==> src/rtl/dbell_pkg.sv <==
package dbell_pkg;
  localparam int unsigned FLAG_W_DEF = 32;
  localparam int unsigned ADDR_W_DEF = 5;

  // sender side offsets
  localparam int unsigned TX_STAT = 32'h00;
  localparam int unsigned TX_SET  = 32'h0C;
  localparam int unsigned TX_AST  = 32'h10;
  localparam int unsigned TX_ACLR = 32'h14;
  localparam int unsigned TX_AEN  = 32'h18;
  localparam int unsigned TX_CTL  = 32'h1C;

  // receiver side offsets
  localparam int unsigned RX_STAT = 32'h00;
  localparam int unsigned RX_MSTA = 32'h04;
  localparam int unsigned RX_CLR  = 32'h08;
  localparam int unsigned RX_MASK = 32'h10;
  localparam int unsigned RX_MSET = 32'h14;
  localparam int unsigned RX_MCLR = 32'h18;
  localparam int unsigned RX_CTL  = 32'h1C;
endpackage

==> src/rtl/dbell_flag_store.sv <==
module dbell_flag_store #(
  parameter int unsigned FLAG_W = 32
) (
  input  logic              clk,
  input  logic              rst_n,
  input  logic [FLAG_W-1:0] set_vec,
  input  logic [FLAG_W-1:0] clr_vec,
  output logic [FLAG_W-1:0] flags,
  output logic              ack_evt
);
  logic [FLAG_W-1:0] flags_nxt;
  logic              flags_en;

  always_comb begin
    flags_en  = (|set_vec) | (|clr_vec);
    flags_nxt = (flags & ~clr_vec) | set_vec;
    ack_evt   = |(flags & clr_vec & ~set_vec);
  end

  always_ff @(posedge clk or negedge rst_n) begin
    if (!rst_n)        flags <= '0;
    else if (flags_en) flags <= flags_nxt;
  end


  set_wins_chk: assert property (@(posedge clk) disable iff (!rst_n)
    (|set_vec) |=> ((flags & $past(set_vec)) == $past(set_vec)));


  clr_takes_chk: assert property (@(posedge clk) disable iff (!rst_n)
    (|(clr_vec & ~set_vec)) |=> ((flags & $past(clr_vec & ~set_vec)) == '0));
endmodule

==> src/rtl/dbell_tx_port.sv <==
module dbell_tx_port
  import dbell_pkg::*;
#(
  parameter int unsigned FLAG_W = 32,
  parameter int unsigned ADDR_W = 5
) (
  input  logic              clk,
  input  logic              rst_n,
  input  logic              sel,
  input  logic              wr,
  input  logic [ADDR_W-1:0] addr,
  input  logic [FLAG_W-1:0] wdata,
  input  logic [FLAG_W-1:0] flags,
  input  logic              ack_evt,
  output logic [FLAG_W-1:0] rdata,
  output logic [FLAG_W-1:0] set_vec,
  output logic              irq
);
  logic ack_st, ack_en, ctl_en;
  logic ack_st_nxt, ack_en_nxt, ctl_en_nxt;
  logic wr_hit, ack_clr, en_we, ctl_we;
  logic [31:0] ofs;

  always_comb begin
    ofs     = 32'(addr);
    wr_hit  = sel & wr;
    set_vec = (wr_hit && ofs == TX_SET) ? wdata : '0;
    ack_clr = wr_hit && ofs == TX_ACLR && wdata[0];
    en_we   = wr_hit && ofs == TX_AEN;
    ctl_we  = wr_hit && ofs == TX_CTL;
    if (ack_evt)      ack_st_nxt = 1'b1;
    else if (ack_clr) ack_st_nxt = 1'b0;
    else              ack_st_nxt = ack_st;
    ack_en_nxt = en_we  ? wdata[0] : ack_en;
    ctl_en_nxt = ctl_we ? wdata[0] : ctl_en;
  end

  always_ff @(posedge clk or negedge rst_n) begin
    if (!rst_n) begin
      ack_st <= 1'b0;
      ack_en <= 1'b0;
      ctl_en <= 1'b0;
    end else begin
      ack_st <= ack_st_nxt;
      if (en_we)  ack_en <= ack_en_nxt;
      if (ctl_we) ctl_en <= ctl_en_nxt;
    end
  end

  always_comb begin
    rdata = '0;
    if (sel) begin
      case (ofs)
        TX_STAT: rdata = flags;
        TX_AST:  rdata = FLAG_W'(ack_st);
        TX_AEN:  rdata = FLAG_W'(ack_en);
        TX_CTL:  rdata = FLAG_W'(ctl_en);
        default: rdata = '0;
      endcase
    end
  end

  assign irq = ack_st & ack_en;


  ack_rise_chk: assert property (@(posedge clk) disable iff (!rst_n)
    ack_evt |=> ack_st);


  ack_sticky_chk: assert property (@(posedge clk) disable iff (!rst_n)
    (ack_st && !(sel && wr && ofs == TX_ACLR && wdata[0])) |=> ack_st);
endmodule

==> src/rtl/dbell_rx_port.sv <==
module dbell_rx_port
  import dbell_pkg::*;
#(
  parameter int unsigned FLAG_W = 32,
  parameter int unsigned ADDR_W = 5
) (
  input  logic              clk,
  input  logic              rst_n,
  input  logic              sel,
  input  logic              wr,
  input  logic [ADDR_W-1:0] addr,
  input  logic [FLAG_W-1:0] wdata,
  input  logic [FLAG_W-1:0] flags,
  output logic [FLAG_W-1:0] rdata,
  output logic [FLAG_W-1:0] clr_vec,
  output logic              irq
);
  logic [FLAG_W-1:0] mask, mask_nxt, masked;
  logic              ctl_en, ctl_en_nxt;
  logic              wr_hit, mset_we, mclr_we, mask_we, ctl_we;
  logic [31:0]       ofs;

  always_comb begin
    ofs      = 32'(addr);
    wr_hit   = sel & wr;
    clr_vec  = (wr_hit && ofs == RX_CLR) ? wdata : '0;
    mset_we  = wr_hit && ofs == RX_MSET;
    mclr_we  = wr_hit && ofs == RX_MCLR;
    mask_we  = mset_we | mclr_we;
    ctl_we   = wr_hit && ofs == RX_CTL;
    mask_nxt = mset_we ? (mask | wdata) : (mask & ~wdata);
    ctl_en_nxt = ctl_we ? wdata[0] : ctl_en;
    masked   = flags & ~mask;
  end

  always_ff @(posedge clk or negedge rst_n) begin
    if (!rst_n) begin
      mask   <= '1;
      ctl_en <= 1'b0;
    end else begin
      if (mask_we) mask   <= mask_nxt;
      if (ctl_we)  ctl_en <= ctl_en_nxt;
    end
  end

  always_comb begin
    rdata = '0;
    if (sel) begin
      case (ofs)
        RX_STAT: rdata = flags;
        RX_MSTA: rdata = masked;
        RX_MASK: rdata = mask;
        RX_CTL:  rdata = FLAG_W'(ctl_en);
        default: rdata = '0;
      endcase
    end
  end

  assign irq = |masked;


  mask_set_chk: assert property (@(posedge clk) disable iff (!rst_n)
    (sel && wr && ofs == RX_MSET) |=> ((mask & $past(wdata)) == $past(wdata)));


  mask_clr_chk: assert property (@(posedge clk) disable iff (!rst_n)
    (sel && wr && ofs == RX_MCLR) |=> ((mask & $past(wdata)) == '0));
endmodule

==> src/rtl/dbell_chan_window.sv <==
module dbell_chan_window
  import dbell_pkg::*;
#(
  parameter int unsigned FLAG_W = FLAG_W_DEF,
  parameter int unsigned ADDR_W = ADDR_W_DEF
) (
  input  logic              clk,
  input  logic              rst_n,
  input  logic              tx_sel,
  input  logic              tx_wr,
  input  logic [ADDR_W-1:0] tx_addr,
  input  logic [FLAG_W-1:0] tx_wdata,
  output logic [FLAG_W-1:0] tx_rdata,
  input  logic              rx_sel,
  input  logic              rx_wr,
  input  logic [ADDR_W-1:0] rx_addr,
  input  logic [FLAG_W-1:0] rx_wdata,
  output logic [FLAG_W-1:0] rx_rdata,
  output logic              tx_irq,
  output logic              rx_irq
);
  logic [FLAG_W-1:0] flags, set_vec, clr_vec;
  logic              ack_evt;

  dbell_flag_store #(.FLAG_W(FLAG_W)) store_i (
    .clk(clk), .rst_n(rst_n), .set_vec(set_vec), .clr_vec(clr_vec),
    .flags(flags), .ack_evt(ack_evt)
  );

  dbell_tx_port #(.FLAG_W(FLAG_W), .ADDR_W(ADDR_W)) tx_i (
    .clk(clk), .rst_n(rst_n), .sel(tx_sel), .wr(tx_wr), .addr(tx_addr),
    .wdata(tx_wdata), .flags(flags), .ack_evt(ack_evt), .rdata(tx_rdata),
    .set_vec(set_vec), .irq(tx_irq)
  );

  dbell_rx_port #(.FLAG_W(FLAG_W), .ADDR_W(ADDR_W)) rx_i (
    .clk(clk), .rst_n(rst_n), .sel(rx_sel), .wr(rx_wr), .addr(rx_addr),
    .wdata(rx_wdata), .flags(flags), .rdata(rx_rdata), .clr_vec(clr_vec),
    .irq(rx_irq)
  );
endmodule

==> config.mk <==
export PLATFORM = sky130hd
export DESIGN_NAME = dbell_chan_window
export DESIGN_NICKNAME = d
export VERILOG_FILES = /design/src/rtl/dbell_pkg.sv /design/src/rtl/dbell_flag_store.sv /design/src/rtl/dbell_tx_port.sv /design/src/rtl/dbell_rx_port.sv /design/src/rtl/dbell_chan_window.sv
export SDC_FILE = /design/constraint.sdc
export NUM_CORES = 1
export LEC_CHECK = 0
export BUFFER_PORTS_ARGS = -buffer_cell sky130_fd_sc_hd__buf_2
export CAP_MARGIN = 15
export CORE_MARGIN = 10
export CORE_UTILIZATION = 30
export CTS_CLUSTER_SIZE = 8
export DETAILED_ROUTE_END_ITERATION = 10
export SLEW_MARGIN = 30
export SYNTH_ARGS = -nofsm -noshare
export SYNTH_HDL_FRONTEND = slang
export SYNTH_SLANG_ARGS = --single-unit
==> constraint.sdc <==
create_clock -name clk -period 3 [get_ports clk]
set_clock_uncertainty 0.2 [all_clocks]
set_input_delay 0.15 -clock clk [delete_from_list [all_inputs] [get_ports clk]]
set_output_delay 0.15 -clock clk [all_outputs]
set_load 0.005 [all_outputs]
==> results of run 1 <==
-- worst max-delay path, delay by kind of cell, from the launching register on --
kind | cells | cell delay, ns
flops | 1 | 0.55
compound gates | 1 | 0.08
simple gates | 3 | 1.13
buf+inv | 1 | 0.18
-- cells in the final DEF, fill, tap and decap left out, types with 12 or more instances in the layout --
cell,count
a211oi_1,30
dfstp_2,32
a31oi_1,20
nand3_1,14
dlygate4sd3_1,92
inv_1,31
dfrtp_1,36
and2_1,40
o22ai_1,12
buf_2,145
o21ai_0,13
a22o_1,57
mux2i_1,29
nand2_1,81
-- logic make-up after synthesis --
group,Yosys count
AND/OR/NAND/NOR,164
buffers and inverters,66
flip-flops,68
multiplexers,32
AO/OA/AOI/OAI,152
-- timing repair --
item / CTS / global route
endpoints found under the setup margin: 0 / 0
hold buffers: 92 / 0
hold endpoints to repair: 82 / 0
resized for setup: 0 / 0
-- worst paths after layout --
kind                                    from                         end  slack (ns)  cells past startpoint
max                                flip-flop                      rx_irq        0.37                      5
min                                    tx_wr                 tx_i.ack_en        0.07                      4
max reg2reg                store_i.flags[28]                 tx_i.ack_st        1.03                      5
min reg2reg                      rx_i.ctl_en                 rx_i.ctl_en        0.31                      1
max in group asynchronous              rst_n  asynchronous set/reset pin        1.61                      3
min in group asynchronous              rst_n                 tx_i.ctl_en        0.24                      2
-- area by class of cell --
cell class	count	share of cell area [%]
repair buffers	250	27.1
flip-flops and latches	68	26.7
multi-input cells	348	35.8
well taps	180	3.45
inverters	31	1.78
clock inverters	6	1.72
clock buffers	10	3.51
-- through the flow --
step           hold slack, ns  utilization (%)  total power [mW]  setup WS (ns)  cell area, um^2
6_report               0.0660             46.5              3.11          0.368             6530
3_5_place_dp           0.0781             37.5              1.74          0.566             5270
5_1_grt                0.0849             46.5              3.24          0.265             6530
2_1_floorplan          -0.346                -              1.49           1.09             4340
4_1_cts                0.0503             46.5              3.11          0.369             6530
3_3_place_gp           0.0805             37.5              1.72          0.636             5270
-- power by group --
part,internal (mW),leakage [nW],switching [mW],total [mW]
sequential,1.09,0.788,0.150,1.24
combinational,0.348,2.01,0.283,0.631
clock,0.814,0.167,0.421,1.23
total,2.25,2.96,0.854,3.11
-- routing by layer --
metal	share of wire, %	track usage (%)	wire length, um	vias up
met2	49	30.4	8890	217
met5	0	0	0	-
li1	-	-	-	2241
met1	42	22.2	7670	2344
met4	1.8	5.38	319	0
met3	7.2	4.36	1310	23
==> impl_metrics.json, run 1 <==
{
  "status": "completed",
  "worstSkewPairLatency_ns": 0.33,
  "hold_viol_final": 0,
  "synth_area_leaders": "dfrtp_1 (21%), dfstp_2 (19%), a22o_1 (12%), nand2_1 (7.0%), mux2i_1 (6.7%)",
  "crit_type": "reg2out",
  "seqCellArea_um2": 1740,
  "drcViolationCount": 0,
  "place_inst": 785,
  "grt_max_degree": 43,
  "cp-start-kind": "flip-flop",
  "period_share_pct": 87.7,
  "first_pass_iters": 5,
  "root_buffer": "clkbuf_16",
  "crit_chain": "o22ai_1, or4_1, nor4_1, nand4_1, buf_2",
  "num_rows": 43,
  "critPathSlowestCell": "dfstp_2",
  "cts_buffer_depth": 2,
  "arrival_ns": 2.28,
  "p_per_area_nw_per_um2": 475,
  "grt_setup_unrepaired": "false",
  "syn_inst": 482,
  "dp_hpwl_um": 13000,
  "synth_seq_cells": 68,
  "synth.avg_cell_area_um2": 9.00,
  "post-synth-top-count-cell": "nand2_1",
  "clock.fmax_mhz": 380,
  "slew_viol_final": 0,
  "setup_viol": 0,
  "core_area_um2": 14000,
  "n_antenna_cell": 0,
  "period_needed_ns": 2.63,
  "synth-simple-area-share_pct": 19.2,
  "synth_top_family_by_area": "compound AO/OA/AOI/OAI gates",
  "maxCapViolCount": 0,
  "grt-ovfl-total": 0,
  "finalNonFillerCells": 893,
  "multiInputGateArea_um2": 2340,
  "post_cts_buffers": 0,
  "ir_worst_vdd_mv": 0.304,
  "critPathCaptureType": "output pin",
  "routed_wl_um": 18200,
  "drive_gt1_share_pct": 29.9,
  "cp.required_ns": 2.65,
  "holdCritPathClass": "in2reg",
  "synth_warnings": 0,
  "grt_use_total_pct": 18.0,
  "synth_edf_count": 0,
  "grt_pass1_wl_um": 28800,
  "routedWlPerCell_um": 20.4,
  "synth-main-ff-cell": "dfrtp_1",
  "cts_tree": "built",
  "vias": 4825,
  "dieWidth_um": 140,
  "boundaryPins": 146,
  "area_growth_pct": 50.6,
  "fillCellCount": 1338,
  "synthXorXnorAreaFrac_pct": 0,
  "die_h_um": 140,
  "cts_inserted_buffers": 9,
  "slew-limit-headroom_pct": 46.6,
  "gp_congestion": 0.870,
  "syn_nets": 562,
  "tightest_slew_ns": 0.801,
  "yosysUniqueCellTypes": 43,
  "synthArstFlopShare_pct": 100,
  "final_nets": 788,
  "synth-compound-area-share_pct": 26.5,
  "drt_iter0_drc": 505,
  "synthAdderAreaFrac_pct": 0,
  "synth_mux_area_share_pct": 7.47,
  "dieArea_um2": 19700,
  "yosysSeqAreaShare_pct": 40.2,
  "ys_top_cells_by_count": "nand2_1 (81), a22o_1 (57), and2_1 (40)",
  "netlist_area_um2": 4340,
  "fin_setup_tns_ns": 0,
  "max_stage_delay_ns": 0.55,
  "p_leak_nw": 2.96,
  "htree_levels": 3,
  "yosysTopAreaCellShare_pct": 20.8,
  "viasPerCell": 5.40,
  "antenna_found_initial": 0,
  "start_util_pct": 30.9,
  "port_buffers": 145,
  "grt_pass1_vias": 5194,
  "synth_top_cell_by_area": "dfrtp_1",
  "clkTransAtPathRegs_ns": 0.06,
  "critPathMaxFanout": 4,
  "cts.sinks": 68,
  "ant_nets": 0
}
No activity file was read; power rests on OpenSTA's default activity.
==> run 2: changes to the inputs <==
- CORE_ASPECT_RATIO: not set -> 1.75
==> run 2 against run 1 <==
  * Clock power decreased by 12%
  * Cell count grew 0.67%
  * Critical path type unchanged
  * Worst hold slack better by 0.0016 ns
  * Highest routed layer unchanged
==> impl_metrics.json, run 2 (synthesis results as in run 1) <==
{
  "slew_viol_final": 0,
  "area_growth_pct": 50.4,
  "routed_wl_um": 18300,
  "status": "completed",
  "fin_setup_tns_ns": 0,
  "clock.fmax_mhz": 372,
  "boundaryPins": 146,
  "max_stage_delay_ns": 0.55,
  "start_util_pct": 30.3,
  "fillCellCount": 1382,
  "p_per_area_nw_per_um2": 456,
  "post_cts_buffers": 0,
  "maxCapViolCount": 0,
  "first_pass_iters": 5,
  "setup_slack_ns": 0.310,
  "worst-path-buf-inv": 1,
  "dieArea_um2": 19900,
  "drive_gt1_share_pct": 30.4,
  "drt_iter0_drc": 340,
  "antenna_found_initial": 1,
  "critPathSlowestCell": "dfstp_2",
  "cts-resized-gates": 0,
  "ir_worst_vdd_mv": 0.256,
  "grt_setup_unrepaired": "false",
  "dieWidth_um": 111,
  "critPathCaptureType": "output pin",
  "period_share_pct": 89.7,
  "port_buffers": 145,
  "cp-start-kind": "flip-flop",
  "core_area_um2": 14300,
  "period_needed_ns": 2.69,
  "crit_chain": "o22ai_1, or4_1, nor4_1, nand4_1, buf_2",
  "routedWlPerCell_um": 20.3,
  "setup_viol": 0,
  "layout_common_cells": "buf_2 (145), dlygate4sd3_1 (92), nand2_1 (81), a22o_1 (57), and2_1 (40)",
  "grt_max_degree": 69,
  "cts_inserted_buffers": 9,
  "slew-limit-headroom_pct": 47.3,
  "critPathMaxFanout": 4,
  "p_leak_nw": 2.96,
  "grt_pass1_wl_um": 28000,
  "dp_hpwl_um": 13700,
  "arrival_ns": 2.34,
  "grt-ovfl-total": 0,
  "ant_nets": 0,
  "crit_type": "reg2out",
  "tightest_slew_ns": 0.788,
  "holdCritPathClass": "in2reg",
  "drcViolationCount": 0,
  "grt_use_total_pct": 17.7,
  "cp_top_family": "simple AND/OR/NAND/NOR gates",
  "viasPerCell": 5.50,
  "grt_pass1_vias": 5163,
  "r2r_cells": 6,
  "htree_levels": 3,
  "cp.required_ns": 2.65,
  "gp_congestion": 0.888,
  "hold_viol_final": 0,
  "seqCellArea_um2": 1740,
  "whs_path_depth": 4,
  "pre_cts_slack_ns": 0.388,
  "cts_tree": "built",
  "cts.sinks": 68,
  "cts_buffer_depth": 2,
  "die_h_um": 179,
  "r2r_setup_slack_ns": 1.01,
  "layout_commonest_cell": "buf_2",
  "cp_num_cells": 5,
  "vias": 4946,
  "num_rows": 58,
  "root_buffer": "clkbuf_16",
  "clkTransAtPathRegs_ns": 0.06,
  "final_nets": 793,
  "worstSkewPairLatency_ns": 0.34,
  "multiInputGateArea_um2": 2340
}
-- run 2: cell count changes in the layout (fill, tap and decap cells not counted) --
cell        delta
clkbuf_8       +2
clkinv_4       -2
clkinv_2       +1
diode_2        +1
clkinvlp_4     +1
buf_4          +6
buf_12         -1
bufinv_16      -2
-- run 2: layer usage --
metal / wire [um] / part of all wire [%] / GRT usage, % / vias to the layer above
met5: 0 / 0 / 0 / -
met2: 9660 / 53 / 31.8 / 232
met3: 1030 / 5.6 / 3.58 / 52
li1: - / - / - / 2244
met4: 799 / 4.4 / 10.3 / 0
met1: 6790 / 37 / 18.8 / 2418
-- run 2: repair_timing --
action                                 CTS  global route
endpoints found under the hold margin  135             0
setup endpoints to repair                0             0
hold buffers                            92             0
-- run 2: final timing paths --
check                                  start                          to
max                                flip-flop                      rx_irq
min reg2reg                      rx_i.ctl_en                 rx_i.ctl_en
max reg2reg                store_i.flags[11]                 tx_i.ack_st
min                                    tx_wr                 tx_i.ack_en
min in group asynchronous              rst_n           store_i.flags[27]
max in group asynchronous              rst_n  asynchronous set/reset pin
-- run 2: layout make-up --
class | count | area share, %
timing repair buffer | 255 | 27.5
tap | 180 | 3.45
antenna | 1 | 0.0384
multi-input combinational | 348 | 35.8
clock inverter | 4 | 0.729
inverter | 31 | 1.78
sequential | 68 | 26.7
clock buffer | 12 | 3.93
-- run 2: power breakdown --
part | internal (mW) | switching, mW | leakage [nW] | total (mW)
Sequential | 1.09 | 0.164 | 0.788 | 1.25
Clock | 0.686 | 0.394 | 0.149 | 1.08
Combinational | 0.351 | 0.289 | 2.03 | 0.639
Total | 2.13 | 0.846 | 2.96 | 2.97
-- run 2: through the flow --
step / power (mW) / cell area [um^2] / hold slack [ns] / utilization, % / std cells
after floorplan: 1.49 / 4340 / -0.346 / - / 482
after global placement: 1.74 / 5290 / 0.000307 / 37.0 / 790
after detailed placement: 1.75 / 5290 / 0.000581 / 37.0 / 790
after CTS: 2.97 / 6520 / 0.0596 / 45.6 / 898
after global routing: 3.10 / 6520 / 0.0851 / 45.6 / 899
final: 2.97 / 6520 / 0.0676 / 45.6 / 899
-- run 2: worst register-to-register path: stages (launching register included) --
cell,delay [ns]
dfrtp_1,0.43
nand2_1,0.08
a31oi_1,0.04
a31oi_1,0.32
nand4_1,0.13
o21ai_0,0.21
or4b_1,0.45
